===== src/rtl/cit_pkg.sv =====
package cit_pkg;
    localparam int PAGE_W    = 4;
    localparam int CTRL_PAGE = 4;   // page 0xC after the top bit
    localparam int ACK_PAGE  = 5;   // page 0xD after the top bit

    typedef struct packed {
        logic mode8;
        logic en;
        logic en_on_ack;
        logic pend;
    } ctrl_state_t;
endpackage


===== src/rtl/cit_decode.sv =====
module cit_decode
    import cit_pkg::*;
#(
    parameter int NUM_NIB = 4
) (
    input  logic               wr_en,
    input  logic [PAGE_W-1:0]  wr_page,
    output logic [NUM_NIB-1:0] latch_we,
    output logic               ctrl_we,
    output logic               ack_we
);
    localparam int SUB_W = PAGE_W - 1;

    logic [SUB_W-1:0] sub;
    assign sub = wr_page[SUB_W-1:0];

    always_comb begin
        latch_we = '0;
        ctrl_we  = 1'b0;
        ack_we   = 1'b0;
        if (wr_en && wr_page[PAGE_W-1]) begin
            for (int i = 0; i < NUM_NIB; i++) begin
                if (int'(sub) == i) latch_we[i] = 1'b1;
            end
            if (int'(sub) == CTRL_PAGE) ctrl_we = 1'b1;
            if (int'(sub) == ACK_PAGE)  ack_we  = 1'b1;
        end
    end

    // at most one register is addressed per write
    always_comb begin
        a_onehot_r12: assert ($onehot0({latch_we, ctrl_we, ack_we}));
    end
endmodule


===== src/rtl/cit_latch.sv =====
module cit_latch #(
    parameter int CNT_W   = 16,
    parameter int NIB_W   = 4,
    localparam int NUM_NIB = CNT_W / NIB_W
) (
    input  logic               clk,
    input  logic               rst,
    input  logic [NUM_NIB-1:0] latch_we,
    input  logic [NIB_W-1:0]   nib_in,
    output logic [CNT_W-1:0]   latch_q
);
    logic [CNT_W-1:0] latch_d;

    always_comb begin
        latch_d = latch_q;
        for (int i = 0; i < NUM_NIB; i++) begin
            if (latch_we[i]) latch_d[i*NIB_W +: NIB_W] = nib_in;
        end
    end

    always_ff @(posedge clk) begin
        if (rst) latch_q <= '0;
        else     latch_q <= latch_d;
    end

    // no strobe, no change
    p_latch_hold_r2: assert property (@(posedge clk) disable iff (rst)
        (latch_we == '0) |=> $stable(latch_q));
endmodule


===== src/rtl/cit_ctrl.sv =====
module cit_ctrl
    import cit_pkg::*;
(
    input  logic       clk,
    input  logic       rst,
    input  logic       ctrl_we,
    input  logic       ack_we,
    input  logic [2:0] ctrl_bits,
    input  logic       ovf,
    output logic       mode8,
    output logic       en,
    output logic       pend
);
    ctrl_state_t st_d, st_q;

    always_comb begin
        st_d = st_q;
        if (ctrl_we) begin
            st_d.mode8     = ctrl_bits[2];
            st_d.en        = ctrl_bits[1];
            st_d.en_on_ack = ctrl_bits[0];
            st_d.pend      = 1'b0;
        end
        if (ack_we) begin
            st_d.en   = st_q.en_on_ack;
            st_d.pend = 1'b0;
        end
        if (ovf) st_d.pend = 1'b1;   // a new event outranks the clear
    end

    always_ff @(posedge clk) begin
        if (rst) st_q <= '0;
        else     st_q <= st_d;
    end

    assign mode8 = st_q.mode8;
    assign en    = st_q.en;
    assign pend  = st_q.pend;

    p_ack_copy_r4: assert property (@(posedge clk) disable iff (rst)
        (ack_we && !ctrl_we) |=> (st_q.en == $past(st_q.en_on_ack)));
    p_pend_sticky_r9: assert property (@(posedge clk) disable iff (rst)
        (st_q.pend && !ctrl_we && !ack_we) |=> st_q.pend);
    p_ovf_sets_r11: assert property (@(posedge clk) disable iff (rst)
        ovf |=> st_q.pend);
    p_ctrl_clears_r3: assert property (@(posedge clk) disable iff (rst)
        (ctrl_we && !ovf) |=> !st_q.pend);
endmodule


===== src/rtl/cit_counter.sv =====
module cit_counter #(
    parameter int CNT_W = 16,
    parameter int LOW_W = 8
) (
    input  logic             clk,
    input  logic             rst,
    input  logic             inc,
    input  logic             mode8,
    input  logic             load_full,
    input  logic [CNT_W-1:0] latch,
    output logic             ovf
);
    logic [CNT_W-1:0] cnt_d, cnt_q;

    always_comb begin
        cnt_d = cnt_q;
        ovf   = 1'b0;
        if (load_full) begin
            cnt_d = latch;
        end else if (inc) begin
            if (mode8) begin
                if (&cnt_q[LOW_W-1:0]) begin
                    ovf = 1'b1;
                    cnt_d[LOW_W-1:0] = latch[LOW_W-1:0];
                end else begin
                    cnt_d[LOW_W-1:0] = cnt_q[LOW_W-1:0] + 1'b1;
                end
            end else begin
                if (&cnt_q) begin
                    ovf   = 1'b1;
                    cnt_d = latch;
                end else begin
                    cnt_d = cnt_q + 1'b1;
                end
            end
        end
    end

    always_ff @(posedge clk) begin
        if (rst) cnt_q <= '0;
        else     cnt_q <= cnt_d;
    end

    p_hold_r5: assert property (@(posedge clk) disable iff (rst)
        (!inc && !load_full) |=> $stable(cnt_q));
    p_high_frozen_r7: assert property (@(posedge clk) disable iff (rst)
        (mode8 && !load_full) |=> $stable(cnt_q[CNT_W-1:LOW_W]));
    p_full_load_r3: assert property (@(posedge clk) disable iff (rst)
        load_full |=> (cnt_q == $past(latch)));
    p_wrap_reload_r6: assert property (@(posedge clk) disable iff (rst)
        (ovf && !mode8) |=> (cnt_q == $past(latch)));
endmodule


===== src/rtl/cyc_irq_timer.sv =====
module cyc_irq_timer
    import cit_pkg::*;
#(
    parameter int CNT_W = 16,
    parameter int NIB_W = 4,
    parameter int LOW_W = 8
) (
    input  logic              clk,
    input  logic              rst,
    input  logic              wr_en,
    input  logic [PAGE_W-1:0] wr_page,
    input  logic [NIB_W-1:0]  wr_data,
    input  logic              cpu_cycle,
    output logic              irq_n
);
    localparam int NUM_NIB = CNT_W / NIB_W;

    logic [NUM_NIB-1:0] latch_we;
    logic               ctrl_we, ack_we;
    logic [CNT_W-1:0]   latch_q;
    logic               mode8, en, pend, ovf, inc, load_full;

    cit_decode #(.NUM_NIB(NUM_NIB)) u_dec (
        .wr_en(wr_en), .wr_page(wr_page),
        .latch_we(latch_we), .ctrl_we(ctrl_we), .ack_we(ack_we));

    cit_latch #(.CNT_W(CNT_W), .NIB_W(NIB_W)) u_latch (
        .clk(clk), .rst(rst), .latch_we(latch_we),
        .nib_in(wr_data), .latch_q(latch_q));

    cit_ctrl u_ctrl (
        .clk(clk), .rst(rst), .ctrl_we(ctrl_we), .ack_we(ack_we),
        .ctrl_bits(wr_data[2:0]), .ovf(ovf),
        .mode8(mode8), .en(en), .pend(pend));

    // a control write stops counting for that cycle
    assign inc       = cpu_cycle && en && !ctrl_we;
    assign load_full = ctrl_we && wr_data[1];

    cit_counter #(.CNT_W(CNT_W), .LOW_W(LOW_W)) u_cnt (
        .clk(clk), .rst(rst), .inc(inc), .mode8(mode8),
        .load_full(load_full), .latch(latch_q), .ovf(ovf));

    assign irq_n = !pend;

    p_irq_release_r9: assert property (@(posedge clk) disable iff (rst)
        $rose(irq_n) |-> $past(ctrl_we || ack_we));
endmodule


===== config.mk =====
export PLATFORM = sky130hd
export DESIGN_NAME = cyc_irq_timer
export DESIGN_NICKNAME = d
export VERILOG_FILES = /design/src/rtl/cit_pkg.sv /design/src/rtl/cit_decode.sv /design/src/rtl/cit_latch.sv /design/src/rtl/cit_ctrl.sv /design/src/rtl/cit_counter.sv /design/src/rtl/cyc_irq_timer.sv
export SDC_FILE = /design/constraint.sdc
export NUM_CORES = 1
export LEC_CHECK = 0
export BUFFER_PORTS_ARGS = -buffer_cell sky130_fd_sc_hd__buf_4
export CAP_MARGIN = 20
export CORE_ASPECT_RATIO = 0.6
export CORE_UTILIZATION = 50
export DETAILED_ROUTE_END_ITERATION = 10
export PLACE_DENSITY = 0.74
export SLEW_MARGIN = 20
export SYNTH_ARGS = -nofsm -noshare
export SYNTH_HDL_FRONTEND = slang
export SYNTH_HIERARCHICAL = 1
export SYNTH_SLANG_ARGS = --single-unit

===== constraint.sdc =====
create_clock -name clk -period 2.64 [get_ports clk]
set_input_delay 0.528 -clock clk [delete_from_list [all_inputs] [get_ports clk]]
set_output_delay 0.528 -clock clk [all_outputs]
set_load 0.1 [all_outputs]

# Word-level counts from Yosys, hierarchy flattened
# Cells that the tools add are included.
# word_totals
register_bits	36
output_inout_bits	1
word_cells	55
latchBits	0
rom_bits	0
in_bits	12
ram_bits	0
memories	0
# classes
order_cmp	0
shifts	0
reduce_logical	13
n_mux	24
eq_ne	6
n_mul	0
div_mod_pow	0
n_addsub	2
n_bitwise	0
# op_table
op	count
2-to-1 mux 16 bit	3
2-to-1 mux 8 bit	3
adder 16 x 1 -> 16 bit, second input constant	1
2-to-1 mux 1 bit	16
AND reduction 16 bit	1
== test 3 bit, second input constant	4
adder 8 x 1 -> 8 bit, second input constant	1
AND reduction 8 bit	1
logical AND 1 bit	4
2-to-1 mux 4 bit	1
nonzero test 2 bit	2
== test 3 x 2 -> 1 bit, second input constant	1
zero test 3 bit	1
2-to-1 mux 3 bit	1
nonzero test 3 bit	1
zero test 1 bit	2
inequality test 2 bit, second input constant	1
AND reduction 2 bit	1

# Longest topological paths before layout
# Gate-level depths: netlist (run 1).
# logic_depth
ltp_word	8
ltp_mapped	8
mapped_depth_nobuf	8

# Modules after synthesis
# The synthesis (run 1) kept the hierarchy.
# by_module_without_submodules
mod	area_each_um2	instances	cells_per_inst	seq_area_each_um2
cit_counter	1101.1	1	150	320.3
cit_latch	576.8	1	54	320.3
cit_ctrl	152.6	1	15	80.1
cit_decode	56.3	1	9	0.0
cyc_irq_timer	20.0	1	3	0.0

# Worst setup path after synthesis (run 1)
# OpenSTA, ideal clock, no wires.
# synth_timing
path_kind	input to register
startpoint	input wr_page[2]
endpoint	register u_cnt.cnt_q[8]
stages	8
n_path_buf	0
setup_ps	132
path_slack_ps	492
t_arrival_ps	2016
required_time_ps	2508
path_cell_list	nand3_1 nor3_1 and3b_1 nor2b_1 nor2_1 nor4_1 a31oi_1 a21oi_1
# synth_between
elab_chain_cells	7
elab_cells_between_ends	10
cone_classes	eq/ne: 2; mux: 3; reduce/logical: 5
# synth_rtl
item	line_no	source
start: declaration	cyc_irq_timer.sv:11	input logic [PAGE_W-1:0] wr_page,
== test 3 bit	cit_decode.sv:25	if (int'(sub) == CTRL_PAGE) ctrl_we = 1'b1;
2-to-1 mux 1 bit	cit_decode.sv:25	
2-to-1 mux 1 bit	cit_decode.sv:21	if (wr_en && wr_page[PAGE_W-1]) begin
via ctrl_we	cyc_irq_timer.sv:19	logic ctrl_we, ack_we;
zero test 1 bit	cyc_irq_timer.sv:37	assign inc = cpu_cycle && en && !ctrl_we;
logical AND 1 bit	cyc_irq_timer.sv:37	
via inc	cyc_irq_timer.sv:21	logic mode8, en, pend, ovf, inc, load_full;
nonzero test 2 bit (no line)	--	
AND reduction 2 bit (no line)	--	
end signal: assignment	cit_counter.sv:41	else cnt_q <= cnt_d;
end: declaration	cit_counter.sv:13	logic [CNT_W-1:0] cnt_d, cnt_q;
# The timed path passes the listed nets, and every way through them passes these cells.
# A chain may end at the register's enable or synchronous reset.

# Worst setup path after layout (run 1)
# layout_timing
startpoint	register u_cnt.cnt_q[0]
endpoint	register u_cnt.cnt_q[6]
# layout_between
elab_chain_cells	5
elab_cells_between_ends	9
cone_classes	add/sub: 2; mux: 5; reduce/logical: 2
# layout_rtl
item	line_no	source
adder 16 x 1 -> 16 bit, or another cell as far along	cit_counter.sv:33	cnt_d = cnt_q + 1'b1;
2-to-1 mux 16 bit / 2-to-1 mux 8 bit (equally long branches)	cit_counter.sv:29, cit_counter.sv:22	
2-to-1 mux 8 bit *	cit_counter.sv:21	if (mode8) begin
2-to-1 mux 16 bit *	cit_counter.sv:20	end else if (inc) begin
2-to-1 mux 16 bit *	cit_counter.sv:18	if (load_full) begin
# Mark *: on every way between the ends. The rest lies on a longest branch, timed or not. The select of a mux whose other input is x is not followed.

==> impl_results.md, run 1 <==
- Endpoints failing setup: 0
- Commonest cells after routing, fill and taps aside: dfxtp_1, nor2_1, buf_4, mux2i_1, nand2_1
- RSZ-0062 raised after global routing: false
- Seq/Total Area, Yosys: around 38%
- Final total power: approximately 1.1 mW
- Ant diodes: 0
- Number of synthesized register bits: 36
- Critical Path Fanout Max: 7
- Slew HR: 54.3%
- Final Hold Fails: 0
- Period utilization: 77.7%
- Worst reg-to-reg path cell count: 6
- Worst Tran Pin Value: 0.680 ns
- Setup crit start kind: flip-flop
- Layout cells sized above 1: between 10% and 20%
- HP Class: input port to flip-flop
- Vias: 1,811
- Required @ worst endpoint: approximately 2.9 ns
- DR WL/cell: 16.6 um
- Clk_lat worst skew: 0.30 ns
- Die height: 49.8 um
- Crit path arrival time: between 2 and 2.5 ns
- Setup CP Type: flip-flop to flip-flop
- Hold Buf Count CTS: 0
- Final ANT Viol Nets: 0
- GP Congestion: about 0.93
- WHS Path Cells: 3
- P&R area growth vs syn: 12.5%
- Post-Syn Area: between 1500 and 2000 um^2
- First-pass GRT wire length: approximately 8000 um
- Routed wire length: 4800 um
- Die outline area: 4070 um^2
- Rows: 16
- CTS tree: done
- Leading cell type in the layout, fill and taps excluded: dfxtp_1
- # Max-Cap Violations: 0
- Hold slack: 0.501 ns
- Htree depth: 2
- Worst Hold End: u_latch/latch_q[7]
- DRC: 0
- Source of the worst register-to-register timing path: u_cnt/cnt_q[0]
- Worst reg-to-reg setup slack: 0.59 ns
- Static Leak: approximately 0.74 nW
- I/O Buffers: 12
- Max Clk Rate: 488 MHz
- Syn. warnings: 6
- Distinct cell type count of the synthesized netlist: 45
- TritonRoute pass-1 iters: 5
- Status: completed
- Syn avg cell area: 8.25 um^2
- Post-CTS Setup Inserts: 0
- Overall routing resource usage: 26.5%
- Clock sink total: 36
- Synth Net Count: 244
- Max Clock Skew: 0.00234 ns
- Overflow after GRT: 0
- CTS Buf Count: 5
- Vias/cell: approximately 6.2
- Post-synth EDFFs: 0
- Fin crit period: 2.05 ns
- Async S/R FF share, synth: 0%
- Chip width: 81.7 um
- Clock slew at reported path FFs: around 0.080 ns
- Initial antenna violation count: 0
- Cts repair resizes: 0
- Clk buf depth: 2
- Largest net degree at the start of global routing: 36
- Worst Setup End Kind: flip-flop
- Top_reg_cell synth: dfxtp_1
- Starting Density: 55.4%
- Peak supply drop: 0.000382 V
- Vias in the first global route: 1,549
- Final HPWL DP: 3360 um
- Hold_sp: wr_data[3]
- I/O pin total: 13
- Pwr per Cell Area: 524 nW/um^2
- FILL cells: 324
- Iter 0 DRT Violations: 248
- Nets: ~260
- Setup TNS: 0 ns
- Core outline area: 3440 um^2
- Clock Tree Root: clkbuf_8
- Max-slew violations: 0
- Worst reg2reg path endpoint: u_cnt/cnt_q[6]
- Post-Synthesis Cells: 231
cell families (layout without fill, tap and decap cells):
logic type / Yosys count / in the layout / share of synthesized area (%)
AOI/OAI and AO/OA: 48 / 48 / 16.8
buffers and inverters: 24 / 38 / 6.10
adders and majority gates: 1 / 1 / 0.656
DFF: 36 / 36 / 37.8
and+or+nand+nor: 101 / 101 / 27.7
xor gates and xnor gates: 1 / 1 / 0.459
muxes: 20 / 20 / 10.5
worst max-delay path by stage:
stage / from / endpoint / slack (ns) / cells past startpoint
floorplan: wr_page[2] / u_cnt/cnt_q[8] / 0.49 / 8
global placement: wr_page[2] / u_cnt/cnt_q[9] / 0.48 / 9
detailed placement: wr_page[2] / u_cnt/cnt_q[11] / 0.43 / 10
CTS: u_cnt/cnt_q[0] / u_cnt/cnt_q[6] / 0.67 / 6
global route: u_cnt/cnt_q[0] / u_cnt/cnt_q[6] / 0.46 / 6
finish: u_cnt/cnt_q[0] / u_cnt/cnt_q[6] / 0.59 / 6
critical path: stages (launching register included):
cell and delay (ns):
dfxtp_1 0.42, ha_1 0.24, and4_1 0.36, nand2_1 0.16
o21ai_0 0.43, a22oi_1 0.17, nor3_1 0.19
routing by layer:
metal	part of all wire, %	vias up	track usage, %
li1	-	864	-
met1	52	843	42.9
met2	38	96	31.7
met3	9.2	8	6.11
met4	1.5	0	10.8
met5	0	-	0
synth_stat cells (2+ instances only):
cell type / instances / area share [%]
inv_1: 10 / 2.0
nand3_1: 10 / 2.6
and4_1: 4 / 1.8
a41oi_1: 2 / 0.92
nor3_1: 7 / 1.8
nor2_1: 31 / 6.1
clkbuf_1: 5 / 0.98
o22ai_1: 3 / 0.98
buf_6: 2 / 1.2
a22oi_1: 2 / 0.79
dfxtp_1: 36 / 38
a21oi_1: 12 / 3.1
nand2b_1: 5 / 1.6
a31oi_1: 12 / 3.9
nor2b_1: 2 / 0.66
and3_2: 2 / 0.79
and3_1: 2 / 0.66
nand2_1: 15 / 3.0
nor4_1: 2 / 0.66
a32oi_1: 2 / 0.92
clkbuf_2: 5 / 1.3
and2_1: 5 / 1.6
nand4_1: 7 / 2.3
mux2i_1: 20 / 10
a211oi_1: 2 / 0.79
o21ai_0: 7 / 1.8
layout make-up:
type	instances	area, um^2	share of cell area (%)
Clock buffer	5	68.8	3.21
Clock inverter	3	42.5	1.98
Sequential cell	36	721	33.6
Timing Repair Buffer	20	150	7.00
Tap cell	45	56.3	2.62
Inverter	10	37.5	1.75
Multi-Input combinational cell	171	1070	49.9
per-stage QoR:
stage          instances  area, um^2  util, %  worst slack [ns]
2_1_floorplan        231        1910        -             0.492
3_3_place_gp         282        2030     59.1             0.485
3_5_place_dp         282        2030     59.1             0.428
4_1_cts              290        2150     62.3             0.665
5_1_grt              290        2150     62.3             0.458
6_report             290        2150     62.3             0.590
sequential cells by signal, indices dropped and copies added (netlist names):
signal,count
u_ctrl/pend,1
u_ctrl/en,1
u_ctrl/st_q,1
u_ctrl/mode8,1
u_latch/latch_q,16
u_cnt/cnt_q,16
where the power goes:
group	switching (mW)	total (mW)	internal, mW
logic	0.0359	0.0645	0.0287
registers	0.00736	0.557	0.550
clock network	0.223	0.503	0.280
total	0.266	1.12	0.858
(Power assumes the default switching activity.)
==> run 2: changes to the inputs <==
==> constraint.sdc (replaced) <==
create_clock -name clk -period 2.05 [get_ports clk]
set_input_delay 0.41 -clock clk [delete_from_list [all_inputs] [get_ports clk]]
set_output_delay 0.41 -clock clk [all_outputs]
set_load 0.1 [all_outputs]
==> run 2 against run 1 <==
  * Critical path depth unchanged
  * Hold slack lost 0.12 ns
  * Sequential power grew 29%
  * Clock skew up 0.0042 ns
  * Sequential share of layout area decreased by 1.6 points
  * Power is 28% higher
  * Die area did not move
  * Cell area grew 4.9%
  * Core utilization grew 3.1 points
  * Global-route usage is 0.50 points lower
  * Largest cell class unchanged
==> impl_results.md, run 2 (synthesis results as in run 1) <==
- Peak supply drop: 0.000484 V (was 0.000382 V)
- Worst Setup SP: u_cnt/cnt_q[1] (was u_cnt/cnt_q[0])
- Final total power: 1.44 mW (was 1.12 mW)
- Highest-delay cell along the critical path: dfxtp_1 (was o21ai_0)
- Final ANT Viol Nets: 0 (unchanged)
- Levels on crit path: 6 (unchanged)
- P&R area growth vs syn: 18.0% (was 12.5%)
- Clk_lat worst skew: 0.30 ns (about the same)
- # Max-Cap Violations: 0 (unchanged)
- Routed wire length: 4770 um (was 4800 um)
- Layout cells sized above 1: 18.9% (was 14.3%)
- Clock Tree Root: clkbuf_8 (unchanged)
- Source of the worst register-to-register timing path: u_cnt/cnt_q[1] (was u_cnt/cnt_q[0])
- Crit path arrival time: 2.12 ns (was 2.27 ns)
- Vias/cell: 5.95 (was 6.24)
- Leading cell type in the layout, fill and taps excluded: dfxtp_1 (unchanged)
- Initial antenna violation count: 0 (unchanged)
- Hold Buf Count CTS: 0 (unchanged)
- Endpoints failing setup: 0 (unchanged)
- Setup CP Type: flip-flop to flip-flop (unchanged)
- Vias in the first global route: 1,531 (was 1,549)
- Slew HR: 75.6% (was 54.3%)
- Max Clk Rate: 529 MHz (was 488 MHz)
- Ant diodes: 0 (unchanged)
- Iter 0 DRT Violations: 206 (was 248)
- Fin crit period: 1.89 ns (was 2.05 ns)
- Post-CTS Setup Inserts: 0 (unchanged)
- Worst Tran Pin Value: 0.367 ns (was 0.680 ns)
- Vias: 1,809 (was 1,811)
- Max Clock Skew: 0.00658 ns (was 0.00234 ns)
- RSZ-0062 raised after global routing: false (unchanged)
- CTS tree: done (unchanged)
- Worst reg-to-reg setup slack: 0.16 ns (was 0.59 ns)
- Rows: 16 (unchanged)
- Max-slew violations: 0 (unchanged)
- Worst reg-to-reg path cell count: 6 (unchanged)
- Static Leak: 0.812 nW (was 0.740 nW)
- Placed Cells incl. Taps: 296 (was 282)
- HP Class: input port to flip-flop (unchanged)
- Worst Setup End Kind: flip-flop (unchanged)
- Largest regs: u_cnt/cnt_q: 16 flops, u_latch/latch_q: 16 flops (unchanged)
- Required @ worst endpoint: 2.28 ns (was 2.86 ns)
- Final Instance Count excl. Fillers: 304 (was 290)
- CP top delay family: simple AND/OR/NAND/NOR gates (unchanged)
- TritonRoute pass-1 iters: 4 (was 5)
- Clock slew at reported path FFs: 0.08 ns (about the same)
- Setup crit start kind: flip-flop (unchanged)
- Chip width: 81.7 um (unchanged)
- Slowest Stage Delay on Critical Path: 0.40 ns (was 0.43 ns)
- Die outline area: 4070 um^2 (unchanged)
- Final HPWL DP: 3520 um (was 3360 um)
- Critical Path Fanout Max: 7 (unchanged)
- Largest net degree at the start of global routing: 36 (unchanged)
- Metal-1 WL: 2370 um (was 2480 um)
- GP Congestion: 0.966 (was 0.933)
- Period utilization: 92.1% (was 77.7%)
- Clk buf depth: 2 (unchanged)
- Clock sink total: 36 (unchanged)
- Last element of the critical path: u_cnt/cnt_q[14] (was u_cnt/cnt_q[6])
- Htree depth: 2 (unchanged)
- Cts repair resizes: 0 (unchanged)
- Wire length on met3: 475 um (was 443 um)
- First-pass GRT wire length: 7710 um (was 7840 um)
- Area post-placement: 2140 um^2 (was 2030 um^2)
- Final Hold Fails: 0 (unchanged)
- CP bufs+invs: 0 (unchanged)
- Commonest cells after routing, fill and taps aside: dfxtp_1, buf_4, nor2_1, mux2i_1, nand2_1 (was dfxtp_1, nor2_1, buf_4, mux2i_1, nand2_1)
- Starting Density: 55.4% (unchanged)
- Overflow after GRT: 0 (unchanged)
- Overall routing resource usage: 26.0% (was 26.5%)
- DR top layer: met4 (unchanged)
- Worst reg2reg path endpoint: u_cnt/cnt_q[14] (was u_cnt/cnt_q[6])
- Design Area, Final: 2250 um^2 (was 2150 um^2)
- Status: completed (unchanged)
- Pwr per Cell Area: 640 nW/um^2 (was 524 nW/um^2)
- Die height: 49.8 um (unchanged)
- DRC: 0 (unchanged)
- CP Cell Sequence: ha_1, and4_1, and2_1, nand4_1, or3_1, a31oi_1 (was ha_1, and4_1, nand2_1, o21ai_0, a22oi_1, nor3_1)
- DR WL/cell: 15.7 um (was 16.6 um)
- I/O pin total: 13 (unchanged)
- Nets: 271 (was 257)
- I/O Buffers: 12 (unchanged)
- Met2 wire length: 1880 um (was 1800 um)
- CTS Buf Count: 5 (unchanged)
- Core outline area: 3440 um^2 (unchanged)
[run 2: cell types whose count changed in the layout (fill, tap and decap cells not counted), sizes merged]
cell	delta
buf	+14
[run 2: worst min-delay path by stage]
| stage | from | to | slack (ns) | depth (start not counted) |
|---|---|---|---|---|
| finish | wr_data[3] | u_latch/latch_q[11] | 0.39 | 3 |
| global route | wr_data[3] | u_latch/latch_q[3] | 0.38 | 3 |
| detailed placement | u_latch/latch_q[11] | u_latch/latch_q[11] | 0.48 | 2 |
| floorplan | u_latch/latch_q[4] | u_cnt/cnt_q[4] | 0.44 | 2 |
| CTS | wr_data[3] | u_latch/latch_q[3] | 0.37 | 3 |
| global placement | u_latch/latch_q[1] | u_latch/latch_q[1] | 0.47 | 2 |
[run 2: metrics by stage]
stage	hold WS [ns]	setup slack, ns	TNS [ns]	utilization (%)
CTS	0.373	0.195	0	65.4
detailed placement	0.483	-0.0954	-0.109	62.1
floorplan	0.435	0.0199	0	-
global placement	0.467	-0.0127	-0.0127	62.1
global route	0.379	0.0731	0	65.4
finish	0.385	0.161	0	65.4
[run 2: power by group]
part / internal, mW / leakage [nW] / switching (mW)
registers: 0.709 / 0.291 / 0.00883
logic: 0.0418 / 0.467 / 0.0478
clock network: 0.360 / 0.0541 / 0.274
[run 2: layer usage]
layer / vias to the layer above / track usage [%]
met3: 6 / 7.78
met2: 65 / 32.6
met5: - / 0
li1: 899 / -
met1: 839 / 41.1
met4: 0 / 7.31
[run 2: layout make-up]
class	instances	area (um^2)
inverter	10	37.5
fill	303	1190
sequential	36	721
multi-input combinational	171	1070
timing repair buffer	34	255
tap	45	56.3
clock buffer	5	68.8
clock inverter	3	42.5
[run 2: worst reg2reg max path: cells and delay by family (launching register included)]
family / cells / cell delay, ns
simple gates: 4 / 1.09
compound gates: 1 / 0.15
fa+ha+maj: 1 / 0.19
flops: 1 / 0.40
==> run 3: changes to the inputs <==
--- a/config.mk
+++ b/config.mk
@@ -11,6 +11,7 @@
 export CORE_UTILIZATION = 50
 export DETAILED_ROUTE_END_ITERATION = 10
 export PLACE_DENSITY = 0.74
+export SETUP_SLACK_MARGIN = 0.2
 export SLEW_MARGIN = 20
 export SYNTH_ARGS = -nofsm -noshare
 export SYNTH_HDL_FRONTEND = slang
==> run 3 against run 2 <==
  * Critical path depth decreased by 1
  * Via count decreased by 0.50%
  * Core utilization decreased by 1.6 points
  * Global-route usage decreased by 0.70 points
  * Flip-flop and latch count unchanged
  * Highest routed layer unchanged
  * Sequential power about the same
  * Final cell count decreased by 3.0%
  * Non-clock buffer count decreased by 9
  * Hold slack improved by 0.015 ns
  * Cell area decreased by 2.4%
  * Power increased by 0.21%
==> impl_results.md, run 3 (synthesis results as in run 1) <==
- Status: completed (unchanged)
- Layout cells sized above 1: 18.0% (was 18.9%)
- Worst Setup End Kind: flip-flop (unchanged)
- RSZ-0062 raised after global routing: true (was false)
- Routed wire length: 4730 um (was 4770 um)
- Critical Path Fanout Max: 5 (was 7)
- TritonRoute pass-1 iters: 4 (unchanged)
- Largest regs: u_cnt/cnt_q: 16 flops, u_latch/latch_q: 16 flops (unchanged)
- Clock sink total: 36 (unchanged)
- Max Clk Rate: 565 MHz (was 529 MHz)
- Nets: 262 (was 271)
- Initial antenna violation count: 0 (unchanged)
- Leading cell type in the layout, fill and taps excluded: dfxtp_1 (unchanged)
- Worst Tran Pin Value: 0.372 ns (was 0.367 ns)
- Vias in the first global route: 1,516 (was 1,531)
- Die outline area: 4070 um^2 (unchanged)
- Starting Density: 55.4% (unchanged)
- Commonest cells after routing, fill and taps aside: dfxtp_1, nor2_1, buf_4, mux2i_1, nand2_1 (was dfxtp_1, buf_4, nor2_1, mux2i_1, nand2_1)
- Final Hold Fails: 0 (unchanged)
- Rows: 16 (unchanged)
- Setup CP Type: flip-flop to flip-flop (unchanged)
- Overall routing resource usage: 25.3% (was 26.0%)
- Clock slew at reported path FFs: 0.08 ns (about the same)
- Last element of the critical path: u_cnt/cnt_q[11] (was u_cnt/cnt_q[14])
- FILL cells: 315 (was 303)
- GP Congestion: 0.977 (was 0.966)
- CTS tree: done (unchanged)
- Hold slack: 0.401 ns (was 0.385 ns)
- Core outline area: 3440 um^2 (unchanged)
- Htree depth: 2 (unchanged)
- Endpoints failing setup: 0 (unchanged)
- Max Clock Skew: 0.00714 ns (was 0.00658 ns)
- Chip width: 81.7 um (unchanged)
- Setup TNS: 0 ns (unchanged)
- CTS Buf Count: 5 (unchanged)
- Slew HR: 75.2% (was 75.6%)
- Ant diodes: 0 (unchanged)
- Worst reg-to-reg setup slack: 0.28 ns (was 0.16 ns)
- Setup crit start kind: flip-flop (unchanged)
- Clk buf depth: 2 (unchanged)
- Iter 0 DRT Violations: 220 (was 206)
- Vias/cell: 6.10 (was 5.95)
- Vias: 1,800 (was 1,809)
- Required @ worst endpoint: 2.27 ns (was 2.28 ns)
- Clock Tree Root: clkbuf_8 (unchanged)
- Final Instance Count excl. Fillers: 295 (was 304)
- Largest net degree at the start of global routing: 36 (unchanged)
- Source of the worst register-to-register timing path: u_cnt/cnt_q[6] (was u_cnt/cnt_q[1])
- # Max-Cap Violations: 0 (unchanged)
- P&R area growth vs syn: 15.2% (was 18.0%)
- First-pass GRT wire length: 7670 um (was 7710 um)
- Peak supply drop: 0.000447 V (was 0.000484 V)
- Final ANT Viol Nets: 0 (unchanged)
- I/O pin total: 13 (unchanged)
- Multi-input logic area: 1080 um^2 (was 1070 um^2)
- Period utilization: 86.3% (was 92.1%)
- Fin crit period: 1.77 ns (was 1.89 ns)
- Placed Cells incl. Taps: 287 (was 296)
- FF+latch area: 722 um^2 (was 721 um^2)
- Clk_lat worst skew: 0.29 ns (was 0.30 ns)
- Overflow after GRT: 0 (unchanged)
- I/O Buffers: 12 (unchanged)
- Pwr per Cell Area: 657 nW/um^2 (was 640 nW/um^2)
- Final HPWL DP: 3400 um (was 3520 um)
- Crit path arrival time: 1.99 ns (was 2.12 ns)
- HP Class: input port to flip-flop (unchanged)
- DRC: 0 (unchanged)
- Worst Setup SP: u_cnt/cnt_q[6] (was u_cnt/cnt_q[1])
- Worst reg-to-reg path cell count: 5 (was 6)
- DR WL/cell: 16.0 um (was 15.7 um)
- Post-layout util: 63.8% (was 65.4%)
- Worst reg2reg path endpoint: u_cnt/cnt_q[11] (was u_cnt/cnt_q[14])
- Post-CTS Setup Inserts: 0 (unchanged)
- Max-slew violations: 0 (unchanged)
- Static Leak: 0.769 nW (was 0.812 nW)
- Die height: 49.8 um (unchanged)
-- run 3: worst min path at each step --
stage	startpoint	to	slack [ns]	depth (start not counted)
floorplan	u_latch/latch_q[4]	u_cnt/cnt_q[4]	0.44	2
global placement	u_latch/latch_q[1]	u_latch/latch_q[1]	0.47	2
detailed placement	u_latch/latch_q[1]	u_latch/latch_q[1]	0.48	2
CTS	wr_data[2]	u_latch/latch_q[14]	0.40	3
global route	wr_data[2]	u_latch/latch_q[14]	0.40	3
finish	wr_data[2]	u_latch/latch_q[14]	0.40	3
-- run 3: cell type report --
cell class,instances,area share [%]
well taps,45,2.56
clock buffers,5,3.13
multi-input cells,171,49.3
clock inverters,3,1.94
repair buffers,25,8.54
flip-flops and latches,36,32.9
inverters,10,1.71
-- run 3: worst max-delay path, stage by stage, from the launching register on --
cell and delay, ns:
dfxtp_1 0.41, and3_2 0.28, and4_1 0.31, nand3_1 0.12
or4_1 0.41, a31oi_1 0.17
-- run 3: timing repair --
item | in CTS | in global routing
hold buffers | 0 | 0
gates resized for setup | 1 | 4
endpoints found under the setup margin | 1 | 7
cloned | 0 | 0
-- run 3: layer usage --
layer	wire length, um	track usage [%]	vias up
li1	-	-	875
met1	2500	42.5	847
met2	1790	31.5	74
met3	422	6.11	4
met4	12	3.51	0
met5	0	0	-
-- run 3: stage by stage --
stage | power (mW) | cell area [um^2] | worst slack [ns]
3_3_place_gp | 0.817 | 2080 | 0.0804
6_report | 1.44 | 2200 | 0.280
2_1_floorplan | 0.778 | 1910 | 0.188
3_5_place_dp | 0.819 | 2080 | 0.0115
4_1_cts | 1.44 | 2190 | 0.221
5_1_grt | 1.49 | 2200 | 0.192
-- run 3: report_power, final --
part | internal (mW) | switching [mW]
Clock | 0.360 | 0.279
Sequential | 0.708 | 0.00867
Combinational | 0.0385 | 0.0483
